[src/rtl/rbm_pkg.sv]
package rbm_pkg;

  localparam int BYTE_W = 8;

  typedef struct packed {
    logic              fbit;
    logic [BYTE_W-1:0] data;
  } fifo_word_t;

endpackage

[src/rtl/rbm_map_regs.sv]
module rbm_map_regs #(
  parameter int NUM_BYTES = 36,
  parameter int REG_BITS  = 6,
  parameter int CFG_W     = 8,
  parameter int NUM_REGS  = (NUM_BYTES + REG_BITS - 1) / REG_BITS,
  parameter int CFG_AW    = (NUM_REGS > 1) ? $clog2(NUM_REGS) : 1
) (
  input  logic                 clk,
  input  logic                 rst_n,
  input  logic                 cfg_we,
  input  logic [CFG_AW-1:0]    cfg_addr,
  input  logic [CFG_W-1:0]     cfg_wdata,
  input  logic                 blk_load,
  output logic [NUM_BYTES-1:0] map_use
);

  localparam int SHADOW_W = NUM_REGS * REG_BITS;

  logic [SHADOW_W-1:0]  shadow_q, shadow_d;
  logic [NUM_BYTES-1:0] active_q, active_d;

  // One field of the staged mask per register address
  for (genvar k = 0; k < NUM_REGS; k++) begin : g_field
    always_comb begin
      shadow_d[k*REG_BITS +: REG_BITS] = shadow_q[k*REG_BITS +: REG_BITS];
      if (cfg_we && (int'(cfg_addr) == k)) begin
        shadow_d[k*REG_BITS +: REG_BITS] = cfg_wdata[REG_BITS-1:0];
      end
    end
  end

  always_comb begin
    active_d = active_q;
    if (blk_load) begin
      active_d = shadow_q[NUM_BYTES-1:0];
    end
  end

  always_ff @(posedge clk or negedge rst_n) begin
    if (!rst_n) begin
      shadow_q <= '0;
      active_q <= '0;
    end else begin
      shadow_q <= shadow_d;
      active_q <= active_d;
    end
  end

  // The block-start byte already uses the staged mask
  assign map_use = blk_load ? shadow_q[NUM_BYTES-1:0] : active_q;

  assert_map_frozen_R3: assert property (@(posedge clk) disable iff (!rst_n)
    !blk_load |=> $stable(active_q));

endmodule

[src/rtl/rbm_select.sv]
module rbm_select #(
  parameter int NUM_BYTES = 36,
  parameter int IDX_W     = $clog2(NUM_BYTES + 1)
) (
  input  logic                 clk,
  input  logic                 rst_n,
  input  logic                 in_valid,
  input  logic                 in_start,
  input  logic [NUM_BYTES-1:0] map_use,
  output logic                 sel_hit
);

  localparam int PAD_W = 2 ** IDX_W;
  localparam logic [IDX_W-1:0] LAST_IDX = IDX_W'(NUM_BYTES);

  logic [IDX_W-1:0] idx_q, idx_d, idx_cur;
  logic [PAD_W-1:0] map_pad;
  logic             in_range;

  assign idx_cur  = in_start ? '0 : idx_q;
  assign in_range = (idx_cur < LAST_IDX);
  assign map_pad  = PAD_W'(map_use);

  always_comb begin
    idx_d = idx_q;
    if (in_valid) begin
      idx_d = (idx_cur == LAST_IDX) ? idx_cur : idx_cur + 1'b1;
    end
  end

  always_ff @(posedge clk or negedge rst_n) begin
    if (!rst_n) begin
      idx_q <= '0;
    end else begin
      idx_q <= idx_d;
    end
  end

  assign sel_hit = in_valid && in_range && map_pad[idx_cur];

  assert_idx_limit_R4: assert property (@(posedge clk) disable iff (!rst_n)
    sel_hit |-> (idx_cur < LAST_IDX));

  assert_idx_saturate_R4: assert property (@(posedge clk) disable iff (!rst_n)
    idx_q <= LAST_IDX);

endmodule

[src/rtl/rbm_write.sv]
module rbm_write
  import rbm_pkg::*;
(
  input  logic              clk,
  input  logic              rst_n,
  input  logic              t1_mode,
  input  logic              sel_hit,
  input  logic              fifo_full,
  input  logic              in_fbit,
  input  logic [BYTE_W-1:0] in_data,
  output logic              fifo_we,
  output fifo_word_t        fifo_word,
  output logic              overflow
);

  logic       we_d, we_q;
  logic       ovf_d, ovf_q;
  fifo_word_t word_d, word_q;
  logic       fbit_sel;

  assign fbit_sel = t1_mode && in_fbit;
  assign we_d     = sel_hit && !fifo_full;
  assign ovf_d    = ovf_q || (sel_hit && fifo_full);

  always_comb begin
    word_d.fbit = fbit_sel;
    word_d.data = fbit_sel ? {{(BYTE_W-1){1'b0}}, in_data[0]} : in_data;
  end

  always_ff @(posedge clk or negedge rst_n) begin
    if (!rst_n) begin
      we_q  <= 1'b0;
      ovf_q <= 1'b0;
    end else begin
      we_q  <= we_d;
      ovf_q <= ovf_d;
    end
  end

  // Data register is clock-enabled by the write decision
  always_ff @(posedge clk or negedge rst_n) begin
    if (!rst_n) begin
      word_q <= '0;
    end else if (we_d) begin
      word_q <= word_d;
    end
  end

  assign fifo_we        = we_q;
  assign fifo_word.data = word_q.data;
  assign fifo_word.fbit = word_q.fbit && we_q;
  assign overflow       = ovf_q;

  assert_no_write_when_full_R6: assert property (@(posedge clk) disable iff (!rst_n)
    (sel_hit && fifo_full) |=> (!fifo_we && overflow));

  assert_overflow_sticky_R6: assert property (@(posedge clk) disable iff (!rst_n)
    overflow |=> overflow);

endmodule

[src/rtl/rx_byte_mapper.sv]
module rx_byte_mapper
  import rbm_pkg::*;
#(
  parameter  int NUM_BYTES = 36,
  parameter  int REG_BITS  = 6,
  localparam int NUM_REGS  = (NUM_BYTES + REG_BITS - 1) / REG_BITS,
  localparam int CFG_AW    = (NUM_REGS > 1) ? $clog2(NUM_REGS) : 1
) (
  input  logic              clk,
  input  logic              rst_n,
  input  logic              t1_mode,
  input  logic              cfg_we,
  input  logic [CFG_AW-1:0] cfg_addr,
  input  logic [BYTE_W-1:0] cfg_wdata,
  input  logic              in_valid,
  input  logic              in_start,
  input  logic              in_fbit,
  input  logic [BYTE_W-1:0] in_data,
  input  logic              fifo_full,
  output logic              fifo_we,
  output logic [BYTE_W-1:0] fifo_data,
  output logic              fifo_fbit,
  output logic              overflow
);

  logic                 rst_s0, rst_sync_n;
  logic                 blk_load;
  logic [NUM_BYTES-1:0] map_use;
  logic                 sel_hit;
  fifo_word_t           word;

  // Reset asserts at once and releases on the clock
  always_ff @(posedge clk or negedge rst_n) begin
    if (!rst_n) begin
      rst_s0     <= 1'b0;
      rst_sync_n <= 1'b0;
    end else begin
      rst_s0     <= 1'b1;
      rst_sync_n <= rst_s0;
    end
  end

  assign blk_load = in_valid && in_start;

  rbm_map_regs #(
    .NUM_BYTES (NUM_BYTES),
    .REG_BITS  (REG_BITS),
    .CFG_W     (BYTE_W),
    .NUM_REGS  (NUM_REGS),
    .CFG_AW    (CFG_AW)
  ) u_map (
    .clk       (clk),
    .rst_n     (rst_sync_n),
    .cfg_we    (cfg_we),
    .cfg_addr  (cfg_addr),
    .cfg_wdata (cfg_wdata),
    .blk_load  (blk_load),
    .map_use   (map_use)
  );

  rbm_select #(
    .NUM_BYTES (NUM_BYTES)
  ) u_sel (
    .clk      (clk),
    .rst_n    (rst_sync_n),
    .in_valid (in_valid),
    .in_start (in_start),
    .map_use  (map_use),
    .sel_hit  (sel_hit)
  );

  rbm_write u_wr (
    .clk       (clk),
    .rst_n     (rst_sync_n),
    .t1_mode   (t1_mode),
    .sel_hit   (sel_hit),
    .fifo_full (fifo_full),
    .in_fbit   (in_fbit),
    .in_data   (in_data),
    .fifo_we   (fifo_we),
    .fifo_word (word),
    .overflow  (overflow)
  );

  assign fifo_data = word.data;
  assign fifo_fbit = word.fbit;

  assert_write_follows_byte_R5: assert property (@(posedge clk) disable iff (!rst_sync_n)
    fifo_we |-> $past(in_valid && !fifo_full));

  assert_fbit_needs_mode_R7: assert property (@(posedge clk) disable iff (!rst_sync_n)
    fifo_fbit |-> (fifo_we && $past(t1_mode && in_fbit)));

  assert_reset_quiet_R8: assert property (@(posedge clk)
    !rst_sync_n |-> (!fifo_we && !overflow));

endmodule

[config.mk]
export PLATFORM = sky130hd
export DESIGN_NAME = rx_byte_mapper
export DESIGN_NICKNAME = d
export VERILOG_FILES = /design/src/rtl/rbm_pkg.sv /design/src/rtl/rbm_map_regs.sv /design/src/rtl/rbm_select.sv /design/src/rtl/rbm_write.sv /design/src/rtl/rx_byte_mapper.sv
export SDC_FILE = /design/constraint.sdc
export NUM_CORES = 1
export LEC_CHECK = 0
export ABC_AREA = 1
export BUFFER_PORTS_ARGS = -buffer_cell sky130_fd_sc_hd__buf_2
export CORE_UTILIZATION = 45
export CTS_CLUSTER_DIAMETER = 80
export DETAILED_ROUTE_END_ITERATION = 10
export SYNTH_ARGS = -nofsm -noshare
export SYNTH_HDL_FRONTEND = slang
export SYNTH_SLANG_ARGS = --single-unit
[constraint.sdc]
create_clock -name clk -period 8.3 [get_ports clk]
set_input_delay 1.245 -clock clk [delete_from_list [all_inputs] [get_ports clk]]
set_output_delay 1.245 -clock clk [all_outputs]
set_load 0.01 [all_outputs]
# Yosys cells after proc, flatten, opt, wreduce, memory -nomap -nowiden
# Index checks and enable logic that the tools add are counted.
[word_totals]
regBits = 91
out_inout_bits = 11
elab_cells = 45
[classes]
addsub = 1
n_eq_ne = 6
magnitude_cmp = 2
n_reduce_logical = 16
muxes = 6
[op_table]
columns = ["cell", "n"]
rows = [
  ["$mux W36", 1],
  ["$logic_and A1 B1 Y1", 13],
  ["$eq A3 B3 Y1 const B", 4],
  ["$mux W6", 2],
  ["$mux W8", 1],
  ["$lt A6 B7 Y1 const B", 1],
  ["$add A6 B1 Y6 const B", 1],
  ["$bmux W1 S6", 1],
  ["$eq A6 B6 Y1 const B", 1],
  ["$lt A6 B6 Y1 const B", 1],
  ["$eq A3 B2 Y1 const B", 1],
  ["$logic_not A3 Y1", 1],
  ["$logic_not A1 Y1", 1],
  ["$logic_or A1 B1 Y1", 1],
  ["$mux W1", 1],
]

# Depth between registers and ports, before layout
[depth]
depth_word = 7
depth_mapped = 17
mapped_depth_nobuf = 16

# By module
# From an unflattened synthesis, not the netlist that was laid out.
[unflattened]
cells_unflattened = 509
area_unflattened_um2 = 4192.8
[modules_own_cells]
columns = ["module", "instances", "area_each_um2", "seq_area_each_um2", "cells_each"]
rows = [
  ["rbm_map_regs", 1, 2851.5, 1801.7, 321],
  ["rbm_select", 1, 779.5, 150.1, 130],
  ["rbm_write", 1, 500.5, 275.3, 53],
  ["rx_byte_mapper", 1, 61.3, 50.0, 5],
]

# Worst setup path after synthesis
# OpenSTA, ideal clock, no wires.
[synth_timing]
path_kind = "input to register"
from = "in in_start"
to = "reg u_wr.word_q, in the netlist u_wr.fifo_word[0]"
arrival_time_ns = 2.424
setup_ns = 0.117
cell_stages = 16
n_path_buf = 2
t_required_ns = 8.183
path_slack_ns = 5.759
path_cell_list = "buf_4 buf_6 nand3_1 nand2_1 nand2_1 nand2_1 nor2_1 nand2_1 nand3_1 nand2_1 nand2_1 nand2_1 nand2_1 nand4_4 nand2_1 nand2_1"
[synth_between]
elab_chain_len = 6
[synth_rtl]
columns = ["item", "line", "text"]
rows = [
  ["from (decl)", "rx_byte_mapper.sv:16", "input logic in_start,"],
  ["$logic_and A1 B1 Y1", "rx_byte_mapper.sv:43", "assign blk_load = in_valid && in_start;"],
  ["$mux W36", "rbm_map_regs.sv:50", "assign map_use = blk_load ? shadow_q[NUM_BYTES-1:0] : active_q;"],
  ["$bmux W1 S6", "rbm_select.sv:39", "assign sel_hit = in_valid && in_range && map_pad[idx_cur];"],
  ["$mux W1 (not written as such)", "rbm_select.sv:39", ""],
  ["$logic_and A1 B1 Y1 (*)", "rbm_select.sv:39", ""],
  ["$logic_and A1 B1 Y1 (*)", "rbm_write.sv:22", "assign we_d = sel_hit && !fifo_full;"],
  ["to (signal assigned)", "rbm_write.sv:45", "word_q <= word_d;"],
  ["to (decl)", "rbm_write.sv:18", "fifo_word_t word_d, word_q;"],
]
# Every way passes the cells marked *; elsewhere a longest branch is shown, timed or not. The select of a mux whose other input is x is not followed.
# A chain may end at the register's enable or synchronous reset.

# Worst setup path in the final report
[layout_timing]
from = "in in_start"
to = "reg u_wr.word_q, in the netlist u_wr.fifo_word[2]"
[layout_between]
elab_chain_len = 6
[layout_rtl]
columns = ["item", "line", "text"]
rows = [
  ["$logic_and A1 B1 Y1", "rx_byte_mapper.sv:43", ""],
  ["$mux W36", "rbm_map_regs.sv:50", ""],
  ["via map_use[13]", "rx_byte_mapper.sv:28", "logic [NUM_BYTES-1:0] map_use;"],
  ["$bmux W1 S6", "rbm_select.sv:39", ""],
  ["$mux W1 (not written as such)", "rbm_select.sv:39", ""],
  ["$logic_and A1 B1 Y1", "rbm_select.sv:39", ""],
  ["$logic_and A1 B1 Y1", "rbm_write.sv:22", ""],
]
# The timed path passes the listed nets, and every way through them passes these cells. The select of a mux whose other input is x is not followed.

==> results.json <==
{
  "status": "finished, final reports clean",
  "antenna_left": 0,
  "hold_ws_ps": 259,
  "fp.dieH_um": 99.2,
  "dp_cells": 660,
  "drc": 0,
  "crit_path_frequent_cell": "nand2_1",
  "routabilityCongestion": 0.832,
  "reg2reg_to": "u_wr.fifo_word[2]$_DFFE_PN0P_",
  "areaGrowthSynthToFinish_pct": 8.42,
  "drt_iter0_drc": 152,
  "core-area_mm2": 0.00920,
  "cts-root-buf": "clkbuf_8",
  "synth_edf_count": 0,
  "avgSynthCellArea_um2": 7.84,
  "setup_violations": 0,
  "yosys_warnings": 0,
  "post_cts_resized": 0,
  "hpwl_um": 6150,
  "die_x_um": 99.2,
  "port_buffers": 35,
  "final_max_slew_viol_count": 0,
  "routed_wirelength_um": 9530,
  "rsz0062_at_grt": "no",
  "crit_type": "input pin to flip-flop",
  "crit_start": "in_start",
  "yosysTopAreaCell": "dfrtp_1",
  "critPathArrivalTime_ps": 4090,
  "synth_cell_types": 25,
  "reg2reg_slack_ps": 5700,
  "crit_path_end_kind": "flip-flop",
  "r2r-start": "u_sel.idx_q[0]$_DFFE_PN0P_",
  "cts_sinks": 91,
  "synth_most_common_cell": "nand2_1",
  "cp_slowest_cell": "nand2_2",
  "power.density_mw_per_mm2": 236,
  "hold_class": "flip-flop to async pin",
  "grt_pass1_wl_um": 15800,
  "peakVddDrop_uv": 110,
  "synthCells": 542,
  "tritoncts.num_buffers": 9,
  "clock.fmax_mhz": 261,
  "boundaryPins": 38,
  "crit_family": "simple AND/OR/NAND/NOR gates",
  "htreeDepth": 3,
  "skew_ps": 9.90,
  "cp_max_fo": 44,
  "row_count": 35,
  "finalNetCount": 588,
  "cts_tree": "yes",
  "crit_end": "u_wr.fifo_word[2]$_DFFE_PN0P_",
  "grt_max_degree": 61,
  "yosys-top-cells-area": "dfrtp_1 (54%), nand2_1 (17%), inv_1 (5.7%), nand3_1 (5.1%), o21ai_0 (4.6%)",
  "worst-path-buf-inv": 2,
  "synthFlopType": "dfrtp_1",
  "antennaDiodeCount": 0,
  "ys_async_sr_fraction_pct": 100,
  "post-cts-setup-buffers": 0,
  "netlist_area_mm2": 0.00425,
  "ys_seq_area_share_pct": 53.6,
  "die_area_mm2": 0.00984,
  "hold_violations": 0,
  "grt_pass1_vias": 3129,
  "tns_ps": 0,
  "crit_required_ps": 8550,
  "insertion_delay_ps": 360,
  "cts_hold_buf": 0,
  "cts_max_path_buffers": 2,
  "clk_pin_slew_worst_paths_ps": 90,
  "synth_nets": 570,
  "start_util_pct": 46.2,
  "crit_cells": 16,
  "final_util_pct": 50.1,
  "rr_worst_depth": 15,
  "cap_violations": 0,
  "netlist.area_leader.share_pct": 53.6,
  "slew_headroom_pct": 37.6,
  "ys_seq_elements": 91,
  "fin_crit_ps": 3840,
  "crit_chain": "buf_2 -> nand2_2 -> inv_2 -> nand2_1 -> nand2_1 -> nand2_1 -> nand3_1 -> nand2_1 -> nand3_1 -> nand2_1 -> nand2_1 -> nand2_1 -> nand2_1 -> nand4_4 -> nand2_1 -> nand2_1",
  "layout.cells.non_filler": 676,
  "post_drt_via_cell_ratio": 4.94,
  "cp-start-kind": "input pin",
  "antenna_found_initial": 0,
  "routedWlPerCell_um": 14.1,
  "drtPass1Iterations": 4,
  "p_leak_uw": 0.00253,
  "drive_gt1_share_pct": 10.4,
  "netlist_top_cells_count": "nand2_1 (194), dfrtp_1 (91), inv_1 (65)",
  "vias": 3340,
  "worst_slew_pin_slew_ps": 937,
  "grt_util_all_layers_pct": 21.2,
  "grt_overflow": 0,
  "fin_crit_sh_pct": 46.2,
  "critPathMaxStageDelay_ps": 660
}
## sequential cells by signal, indices dropped and copies added, names as in the netlist
signal	count
rst_s0	1
rst_sync_n	1
u_map.active_q	36
u_map.shadow_q	36
u_sel.idx_q	6
u_wr.fifo_we	1
u_wr.fifo_word	8
u_wr.overflow	1
u_wr.word_q	1
## cell usage in the layout, fill, tap and decap left out, types with 2 or more instances in the layout
master	synthesis	layout
nand3_1	43	43
nand2_2	2	2
nor2_1	43	43
inv_1	65	65
and2_1	5	5
a21oi_1	4	4
clkbuf_8	0	10
xor2_1	2	2
clkinv_4	0	2
nand4_1	9	9
clkinvlp_4	0	2
dfrtp_1	91	90
o21a_1	4	4
buf_2	8	35
o21ai_1	2	2
nand2_1	194	194
nor2_2	3	3
o21ai_0	39	39
## worst min path at each step
stage,slack [ps],to,depth (start not counted)
3_5_place_dp,270,u_map.active_q[18]$_DFF_PN0_,0
6_report,260,u_map.shadow_q[4]$_DFFE_PN0P_,0
5_1_grt,300,u_map.active_q[18]$_DFF_PN0_,0
3_3_place_gp,270,u_map.active_q[18]$_DFF_PN0_,0
2_1_floorplan,330,rst_sync_n$_DFF_PN0_,0
4_1_cts,280,u_map.active_q[18]$_DFF_PN0_,0
## power by group
| part | switching [uW] | total (uW) | internal [uW] |
|---|---|---|---|
| registers | 38.6 | 566 | 527 |
| clock network | 159 | 307 | 149 |
| logic | 137 | 214 | 77.0 |
| total | 334 | 1090 | 753 |
## layer usage
metal	track usage (%)	up-vias	routed length [um]
li1	-	1700	-
met1	28.7	1559	4450
met2	34.6	71	4470
met3	3.44	10	475
met4	8.03	0	132
met5	0	-	0
## cells by family after synthesis
logic type                 count (synthesis)  synth area share, %
buffers and inverters                     95                 9.86
xor gates and xnor gates                   2                0.412
other                                      1               0.0882
DFF                                       91                 53.6
adders and majority gates                  1                0.294
and+or+nand+nor                          301                 29.4
AOI/OAI and AO/OA                         51                 6.36
## layout make-up
type | count | area [um^2]
Fill cell | 947 | 4590
Inverter | 66 | 248
Multi-Input combinational cell | 356 | 1560
Tap cell | 111 | 139
Clock inverter | 5 | 62.6
Timing Repair Buffer | 36 | 183
Clock buffer | 11 | 141
Sequential cell | 91 | 2280
## metrics by stage
step	cell area, um^2	setup slack, ps	total power, uW
2_1_floorplan	4250	5580	743
5_1_grt	4610	4100	1160
3_3_place_gp	4410	4050	783
3_5_place_dp	4410	4060	790
6_report	4610	4460	1090
4_1_cts	4610	4440	1100
Note: power is estimated with default switching activity, not from simulation.
